File: src/rtl/phase_osc.sv
module phase_osc #(
  parameter int ACC_W    = 20,
  parameter int BYTE_W   = 8,
  parameter int EN_BIT   = 7,
  parameter int MODE_BIT = 0
) (
  input  logic              clk,
  input  logic              rst_n,
  input  logic              wr_ctl,
  input  logic              wr_up,
  input  logic              wr_hi,
  input  logic              wr_lo,
  input  logic [BYTE_W-1:0] wr_data,
  output logic [ACC_W-1:0]  acc_q,
  output logic              osc_out
);
  localparam int UP_W = ACC_W - 2*BYTE_W;

  logic              run_q;
  logic              pulse_mode_q;
  logic [UP_W-1:0]   up_stg_q;
  logic [BYTE_W-1:0] hi_stg_q;
  logic [ACC_W-1:0]  inc_q;
  logic [ACC_W-1:0]  acc_r;
  logic              out_r;
  logic [ACC_W:0]    sum;
  logic              carry;

  assign sum     = {1'b0, acc_r} + {1'b0, inc_q};
  assign carry   = run_q & sum[ACC_W];
  assign acc_q   = acc_r;
  assign osc_out = out_r;

  always_ff @(posedge clk or negedge rst_n) begin
    if (!rst_n) begin
      run_q        <= 1'b0;
      pulse_mode_q <= 1'b0;
    end else if (wr_ctl) begin
      run_q        <= wr_data[EN_BIT];
      pulse_mode_q <= wr_data[MODE_BIT];
    end
  end

  always_ff @(posedge clk or negedge rst_n) begin
    if (!rst_n) begin
      up_stg_q <= '0;
      hi_stg_q <= '0;
      inc_q    <= '0;
    end else begin
      if (wr_up) up_stg_q <= wr_data[UP_W-1:0];
      if (wr_hi) hi_stg_q <= wr_data;
      if (wr_lo) inc_q    <= {up_stg_q, hi_stg_q, wr_data};
    end
  end

  always_ff @(posedge clk or negedge rst_n) begin
    if (!rst_n) begin
      acc_r <= '0;
      out_r <= 1'b0;
    end else begin
      if (run_q) acc_r <= sum[ACC_W-1:0];
      if (pulse_mode_q) out_r <= carry;
      else if (carry)   out_r <= ~out_r;
    end
  end
endmodule

File: config.mk
export PLATFORM = sky130hd
export DESIGN_NAME = phase_osc
export DESIGN_NICKNAME = d
export VERILOG_FILES = /design/src/rtl/phase_osc.sv
export SDC_FILE = /design/constraint.sdc
export NUM_CORES = 1
export LEC_CHECK = 0
export BUFFER_PORTS_ARGS = -buffer_cell sky130_fd_sc_hd__buf_2
export CAP_MARGIN = 20
export CORE_ASPECT_RATIO = 1.2
export CORE_MARGIN = 1
export CORE_UTILIZATION = 50
export DETAILED_ROUTE_END_ITERATION = 10
export PLACE_DENSITY = 0.77
export SYNTH_ARGS = -nofsm -noshare
export SYNTH_HDL_FRONTEND = slang
export SYNTH_SLANG_ARGS = --single-unit
File: constraint.sdc
create_clock -name clk -period 6.6 [get_ports clk]
set_input_delay 0.33 -clock clk [delete_from_list [all_inputs] [get_ports clk]]
set_output_delay 0.33 -clock clk [all_outputs]
set_load 0.005 [all_outputs]
## Word-level counts from Yosys, hierarchy flattened

Index checks and enable logic that the tools add are counted.

| word-level totals | value |
|---|---|
| register bits after elaboration | 55 |
| input port bits | 14 |
| output and inout port bits | 21 |

| operators by class | value |
|---|---|
| $add $sub $neg | 1 |
| muxes and demuxes | 2 |
| bitwise gates (word level) | 2 |
| reductions and logical operators | 1 |

Operator list:

| cell | count |
|---|---|
| $add A20 B20 Y21 | 1 |
| $mux W1 | 2 |
| $reduce_bool A2 Y1 | 1 |
| $and A1 B1 Y1 | 1 |
| $not A1 Y1 | 1 |

## Longest topological paths before layout

Gate-level depths: netlist of the first run.

| depth | value |
|---|---|
| depth after elaboration | 4 |
| mapped depth | 8 |

## Least setup slack after synthesis of the first run

Ideal clock, no wire load.

| path | value |
|---|---|
| kind | register -> register |
| from | register acc_r[0], in the netlist acc_q[0] |
| to | register acc_r[12], in the netlist acc_q[12] |
| setup time | 0.125 ns |
| arrival | 2.181 ns |
| setup slack | 4.294 ns |
| stages on the path, launching flop included | 9 |
| path through | dfrtp_1 > ha_1 > fa_1 > a21o_1 > a221oi_2 > or3_1 > nor3b_2 > xnor2_1 > mux2_4 |

| between the ends | value |
|---|---|
| cells in the longest elaborated chain, start to end | 1 |

Ends and longest elaborated chain:

| item | RTL line | source |
|---|---|---|
| start, declared | 24 | `logic [ACC_W-1:0] acc_r;` |
| start signal, assigned | 61 | `if (run_q) acc_r <= sum[ACC_W-1:0];` |
| $add A20 B20 Y21 | 29 | `assign sum = {1'b0, acc_r} + {1'b0, inc_q};` |

Every way passes these cells.
A chain may end at the register's enable or synchronous reset.

## Worst setup path after layout of the first run

Ends and elaborated chain as after synthesis.

==> results of run 1 <==
-- Yosys cell counts (2+ instances only) --
master	count
and2_1	2
o21a_1	4
o31ai_2	2
a21oi_1	18
nor3_1	4
mux2_2	45
a31o_2	2
nor2_1	10
xnor2_1	8
a21o_1	3
xor2_1	5
ha_1	20
o21ai_0	15
and3_1	5
nand3_1	6
nand4_1	6
o31ai_1	4
nand2_1	23
and3b_1	2
nor2b_1	2
dfrtp_1	55
clkbuf_1	5
a21boi_0	2
or3_1	3
-- worst register-to-register path: stages (launching register included) --
cell	delay, ns
dfrtp_1	0.41
ha_1	0.23
fa_1	0.41
a21o_1	0.20
a221oi_2	0.41
or3_1	0.22
nor3b_2	0.20
xnor2_1	0.08
mux2_4	0.25
-- cells by family after synthesis --
family / count (synthesis) / share of synthesized area (%)
XOR/XNOR: 13 / 3.72
adder cells (fa/ha/maj): 21 / 8.82
flip-flops: 55 / 44.9
multiplexers: 46 / 17.0
AND/OR/NAND/NOR: 67 / 11.1
AO/OA/AOI/OAI: 59 / 12.7
buffers and inverters: 9 / 1.67
-- sequential cells by signal, indices dropped and copies added (netlist names) --
name	flops
up_stg_q	4
pulse_mode_q	1
osc_out	1
inc_q	20
hi_stg_q	8
acc_q	20
run_q	1
-- final cells by class --
| class | count | area, um2 |
|---|---|---|
| clock buffer | 6 | 72.6 |
| clock inverter | 2 | 16.3 |
| fill | 513 | 2400 |
| inverter | 1 | 3.75 |
| multi-input combinational | 206 | 1640 |
| sequential | 55 | 1380 |
| tap | 80 | 100 |
| timing repair buffer | 35 | 178 |
-- worst min-delay path by stage --
stage,startpoint,endpoint,slack [ns],cells past startpoint
floorplan,rst_n,acc_q[0]$_DFFE_PN0P_,0.03,0
global placement,up_stg_q[2]$_DFFE_PN0P_,inc_q[18]$_DFFE_PN0P_,0.48,1
detailed placement,hi_stg_q[7]$_DFFE_PN0P_,inc_q[15]$_DFFE_PN0P_,0.49,1
CTS,rst_n,acc_q[17]$_DFFE_PN0P_,0.17,2
global route,rst_n,osc_out$_DFFE_PN0P_,0.22,2
finish,rst_n,inc_q[14]$_DFFE_PN0P_,0.14,2
-- routing by layer --
metal	global-route usage (%)	vias up	wire length, um	share of wire (%)
li1	-	1063	-	-
met1	27.1	1087	2810	46
met2	34.9	58	2970	49
met3	3.80	13	209	3.4
met4	7.87	0	126	2.1
met5	0	-	0	0
-- where the power goes --
part	total, mW	switching (mW)	internal [mW]	leakage [nW]
registers	0.506	0.0762	0.429	0.648
clock network	0.188	0.111	0.0765	0.0418
logic	0.812	0.430	0.382	0.810
total	1.51	0.617	0.888	1.50
-- metrics by stage --
stage / cell area, um2 / hold slack (ns) / std cells / total power, mW
finish: 3380 / 0.136 / 385 / 1.51
floorplan: 3060 / 0.0344 / 270 / 1.11
detailed placement: 3290 / 0.492 / 377 / 1.31
global placement: 3290 / 0.482 / 377 / 1.29
CTS: 3380 / 0.168 / 385 / 1.51
global route: 3380 / 0.218 / 385 / 1.64
==> metrics.yaml, run 1 <==
power_and_ir_drop:
  ir_worst_vdd_v: 0.000281
  power_density_nw_per_um2: 445
  p_leak_nw: 1.50
floorplan:
  start_util_pct: 53.0
  dieArea_um2: 6440
  die_h_um: 87.7
  rows: 30
  die_x_um: 73.5
  io_pins: 35
  core_region_area_um2: 5780
worst_setup_path:
  cp_max_fo: 4
  end_kind: "register"
  crit_arrival_ns: 2.72
  critical-path-top-delay-family: "adder cells"
  required_ns: 6.80
  reg2reg_depth: 8
  path_buf_inv: 0
  rrSetupSlack_ns: 4.07
  crit_path_start_kind: "register"
  cp-endpoint: "acc_q[12]$_DFFE_PN0P_"
  cpPeakStageDelay_ns: 0.41
  cp_slowest_cell: "dfrtp_1"
  timing.rr.start: "acc_q[0]$_DFFE_PN0P_"
  crit_path_cell_trace: "ha_1 -> fa_1 -> a21o_1 -> a221oi_2 -> or3_1 -> nor3b_2 -> xnor2_1 -> mux2_4"
  cp_num_cells: 8
  cp-startpoint: "acc_q[0]$_DFFE_PN0P_"
  crit_type: "register to register"
  r2r-end: "acc_q[12]$_DFFE_PN0P_"
run_status:
  status: "complete, no violations"
clocking:
  post_cts_resized: 0
  cts_sinks: 55
  h-tree-depth: 2
  cts_setup_buffers: 0
  root_buffer: "clkbuf_8"
  cts_buffers: 5
  clkLatencyLatePin_ns: 0.31
  path_clk_slew_ns: 0.10
  cts_tree: "yes"
  clock_path_buffers: 2
  cts_hold_buf: 0
global_route:
  overflow: 0
  antenna_found_initial: 0
  grt_max_degree: 56
  first_global_vias: 2218
  grt_first_pass_wirelength_um: 10400
  track_usage_pct: 21.0
timing:
  fin_crit_sh_pct: 38.3
  slew_viol_final: 0
  rsz0062_at_grt: "no"
  min_period_ns: 2.53
  finalHoldViolations: 0
  clock_skew_ns: 0.00957
  finalSetupTns_ns: 0
  slew_headroom_pct: 42.8
  max_freq_mhz: 396
  worst_slack_ns: 4.07
  tightest_slew_ns: 0.857
  setup_viol: 0
final_layout:
  num_antenna_cells: 0
  final_cell_mix: "dfrtp_1 (55), mux2_2 (45), buf_2 (34)"
  fin_nets: 339
  utilization_pct: 58.5
  syn_to_final_growth_pct: 10.4
  mostFrequentLayoutCell: "dfrtp_1"
  drive_gt1_share_pct: 31.8
routing:
  wire_per_inst_um: 15.9
  drt_wl_total_um: 6110
  ant_nets: 0
  drtPass1Iterations: 4
  drtIter0Drc: 161
  vias: 2221
  drc: 0
  drt-vias-per-instance: 5.77
logic_synthesis:
  syn_area_per_cell_um2: 11.3
  ys_top_cells_by_area: "dfrtp_1 (45%), mux2_2 (17%), ha_1 (8.2%)"
  async_flop_share_pct: 100
  yosys.area.top_type_share_pct: 44.9
  ys.flop_type: "dfrtp_1"
  ys_ff_latch: 55
  synth_edf_count: 0
  netlist-cell-type-count: 43
  syn-num-nets: 305
  synth_top_area_cell: "dfrtp_1"
  yosys_warnings: 0
  yosysSeqAreaShare_pct: 44.9
  syn_area_um2: 3060
  synth_cells: 270
job:
  drv_cap: 0
placement:
  place_congestion: 0.882
  dpl_worst_slack_ns: 4.11
  dp_hpwl_um: 4490
  io_buffers: 34
hold_path:
  hold_class: "input port to async pin"
No activity file was read; power rests on OpenSTA's default activity.
==> run 2, diff against run 1 <==
ABC_AREA = 1   (was not set)
PLACE_DENSITY = 0.79   (was 0.77)
clock period = 2.1 ns   (was 6.6 ns; I/O delays follow)
==> run 2 against run 1 <==
Effect of this change:
- worst hold slack worse by 0.12 ns
- via count is 31% higher
- die area is 6.1% higher
- wire length is 24% higher
- power grew to 3.3 times the previous value
- worst setup slack worse by 3.9 ns
- final area is 7.5% higher
- largest power group unchanged
==> metrics.yaml, run 2 <==
logic_synthesis:
  yosys_warnings: 0  # unchanged
  yosysSeqAreaShare_pct: 42.3  # -2.7 points
  syn_area_per_cell_um2: 7.61  # -33%
  syn_area_um2: 3260  # +6.3%
  syn-num-nets: 463  # +52%
  yosys.area.top_type_share_pct: 42.3  # -2.7 points
  synth_cells: 428  # +59%
  synth_top_area_cell: "dfrtp_1"
  netlist-cell-type-count: 24  # -44%
  ys_top_cells_by_area: "dfrtp_1 (42%), nand2_1 (17%), ha_1 (7.7%)"
  synth_edf_count: 0  # unchanged
  yosys-top-cells-count: "nand2_1 (145), dfrtp_1 (55), inv_1 (48)"
  async_flop_share_pct: 100  # unchanged
  synth.most_common_cell: "nand2_1"
  ys_ff_latch: 55  # unchanged
  ys.flop_type: "dfrtp_1"
routing:
  ant_nets: 0  # unchanged
  drc: 0  # unchanged
  wire_per_inst_um: 13.8  # -13%
  drtIter0Drc: 179  # +11%
  drt-vias-per-instance: 5.30  # -8.1%
  vias: 2912  # +31%
  drt_wl_total_um: 7600  # +24%
  drtPass1Iterations: 4  # unchanged
global_route:
  grt_max_degree: 56  # unchanged
  antenna_found_initial: 0  # unchanged
  track_usage_pct: 25.4  # +4.5 points
  overflow: 0  # unchanged
  grt_first_pass_wirelength_um: 13200  # +27%
  first_global_vias: 2896  # +31%
clocking:
  cts_sinks: 55  # unchanged
  clkLatencyLatePin_ns: 0.32  # about the same
  h-tree-depth: 2  # unchanged
  post_cts_resized: 0  # unchanged
  path_clk_slew_ns: 0.11  # about the same
  clock_path_buffers: 2  # unchanged
  cts_tree: "yes"
  cts_buffers: 5  # unchanged
  root_buffer: "clkbuf_8"
floorplan:
  dieArea_um2: 6840  # +6.1%
  core_region_area_um2: 6170  # +6.7%
  io_pins: 35  # unchanged
  start_util_pct: 52.8  # -0.20 points
  rows: 31  # +3.3%
  die_h_um: 90.4  # +3.0%
  die_x_um: 75.7  # +3.0%
worst_setup_path:
  r2r-end: "acc_q[14]$_DFFE_PN0P_"
  end_kind: "register"
  required_ns: 2.32  # -4.48 ns
  timing.rr.start: "acc_q[0]$_DFFE_PN0P_"
  crit_type: "register to register"
  cp_max_fo: 4  # unchanged
  reg2reg_depth: 10  # +2
  crit_arrival_ns: 2.10  # -0.62 ns
  rrSetupSlack_ns: 0.22  # -3.86 ns
  crit_path_start_kind: "register"
timing:
  rsz0062_at_grt: "no"
  min_period_ns: 1.88  # -0.643 ns
  setup_viol: 0  # unchanged
  tightest_slew_ns: 0.710  # -0.147 ns
  slew_headroom_pct: 52.7  # +9.8 points
  finalSetupTns_ns: 0  # unchanged
  fin_crit_sh_pct: 89.6  # +51 points
  max_freq_mhz: 531  # +34%
  finalHoldViolations: 0  # unchanged
  clock_skew_ns: 0.0117  # +0.00216 ns
  slew_viol_final: 0  # unchanged
placement:
  dp_hpwl_um: 5760  # +28%
  place_congestion: 0.913  # +3.6%
  io_buffers: 34  # unchanged
  post-place-cells: 540  # +43%
final_layout:
  final_cell_mix: "nand2_1 (145), dfrtp_1 (55), inv_1 (48)"
  num_antenna_cells: 0  # unchanged
  mostFrequentLayoutCell: "nand2_1"
  syn_to_final_growth_pct: 11.7
  drive_gt1_share_pct: 14.3  # -17 points
  fin_cells: 549  # +43%
  fin_nets: 501  # +48%
power_and_ir_drop:
  p_leak_nw: 1.92  # +28%
  intPower_mw: 2.65  # +200%
  p_clk_share_pct: 13.5  # +1.0 points
  p_comb_share_pct: 55.1  # +1.1 points
  power_mw: 4.90  # +230%
  power_density_nw_per_um2: 1350  # +200%
  p_sw_share_pct: 45.9  # +4.9 points
  ir_worst_vdd_v: 0.000559  # +99%
  seqPwrFrac_pct: 31.5  # -2.1 points
  power.switching_mw: 2.25  # +260%
job:
  drv_cap: 0  # unchanged
hold_path:
  min_to: "hi_stg_q[6]$_DFFE_PN0P_"
  holdCritStartpoint: "wr_data[6]"
  holdPathStages: 3
  hold_class: "input port to register"
run_status:
  status: "complete, no violations"
run 2: area by class of cell:
| cell class | instances | area [um2] |
|---|---|---|
| Clock buffer | 6 | 82.6 |
| Clock inverter | 2 | 20.0 |
| Fill cell | 556 | 2530 |
| Inverter | 49 | 184 |
| Multi-Input combinational cell | 316 | 1660 |
| Sequential cell | 55 | 1380 |
| Tap cell | 82 | 103 |
| Timing Repair Buffer | 39 | 210 |
run 2: worst max-delay path: stages, from the launching register on:
cell and delay (ns):
dfrtp_1 0.40, ha_1 0.24, fa_1 0.43, nand3_1 0.11
nand3_2 0.12, nand2_1 0.08, nand2_1 0.09, nand2_1 0.11
nand3b_1 0.08, nand3_1 0.08, nand2_1 0.05
run 2: power by group through the flow:
stage	Sequential [mW]	Clock (mW)	Combinational (mW)
after floorplan	1.54	0	1.94
after global placement	1.56	0	2.57
after detailed placement	1.56	0	2.65
after CTS	1.54	0.673	2.67
after global routing	1.58	0.707	3.09
final	1.54	0.661	2.70
run 2: through the flow:
| step | utilization [%] | area [um2] | worst slack [ns] | hold slack, ns |
|---|---|---|---|---|
| global route | 59.0 | 3640 | 0.00450 | 0.0305 |
| global placement | 57.2 | 3520 | 0.280 | 0.277 |
| floorplan | - | 3260 | 0.344 | -0.191 |
| CTS | 59.0 | 3640 | 0.222 | 0.0112 |
| finish | 59.0 | 3640 | 0.218 | 0.0183 |
| detailed placement | 57.2 | 3520 | 0.240 | 0.288 |
run 2: worst max path at each step:
stage	slack, ns	startpoint	depth (start not counted)	to
floorplan	0.34	acc_q[0]$_DFFE_PN0P_	10	acc_q[12]$_DFFE_PN0P_
global placement	0.28	acc_q[0]$_DFFE_PN0P_	10	acc_q[12]$_DFFE_PN0P_
detailed placement	0.24	acc_q[0]$_DFFE_PN0P_	10	acc_q[16]$_DFFE_PN0P_
CTS	0.22	acc_q[0]$_DFFE_PN0P_	10	acc_q[12]$_DFFE_PN0P_
global route	0.004	acc_q[0]$_DFFE_PN0P_	8	acc_q[8]$_DFFE_PN0P_
finish	0.22	acc_q[0]$_DFFE_PN0P_	10	acc_q[14]$_DFFE_PN0P_
run 2: kinds of logic (layout without fill, tap and decap cells):
group	Yosys count	after routing	synth area share (%)
DFF	55	55	42.3
buffers and inverters	57	96	6.69
xor gates and xnor gates	8	8	2.15
AOI/OAI and AO/OA	55	55	8.72
muxes	8	8	2.77
adders and majority gates	21	21	8.30
and+or+nand+nor	224	224	29.1
run 2: repair_timing:
item	in CTS	in global routing
hold endpoints to repair	55	0
buffers inserted	0	0
hold buffers	1	0
run 2: routing by layer:
metal / routed length, um / vias up / part of all wire, % / global-route usage (%)
li1: - / 1447 / - / -
met3: 336 / 24 / 4.4 / 3.46
met5: 0 / - / 0 / 0
met1: 3330 / 1338 / 44 / 34.0
met4: 274 / 0 / 3.6 / 12.7
met2: 3660 / 103 / 48 / 39.7
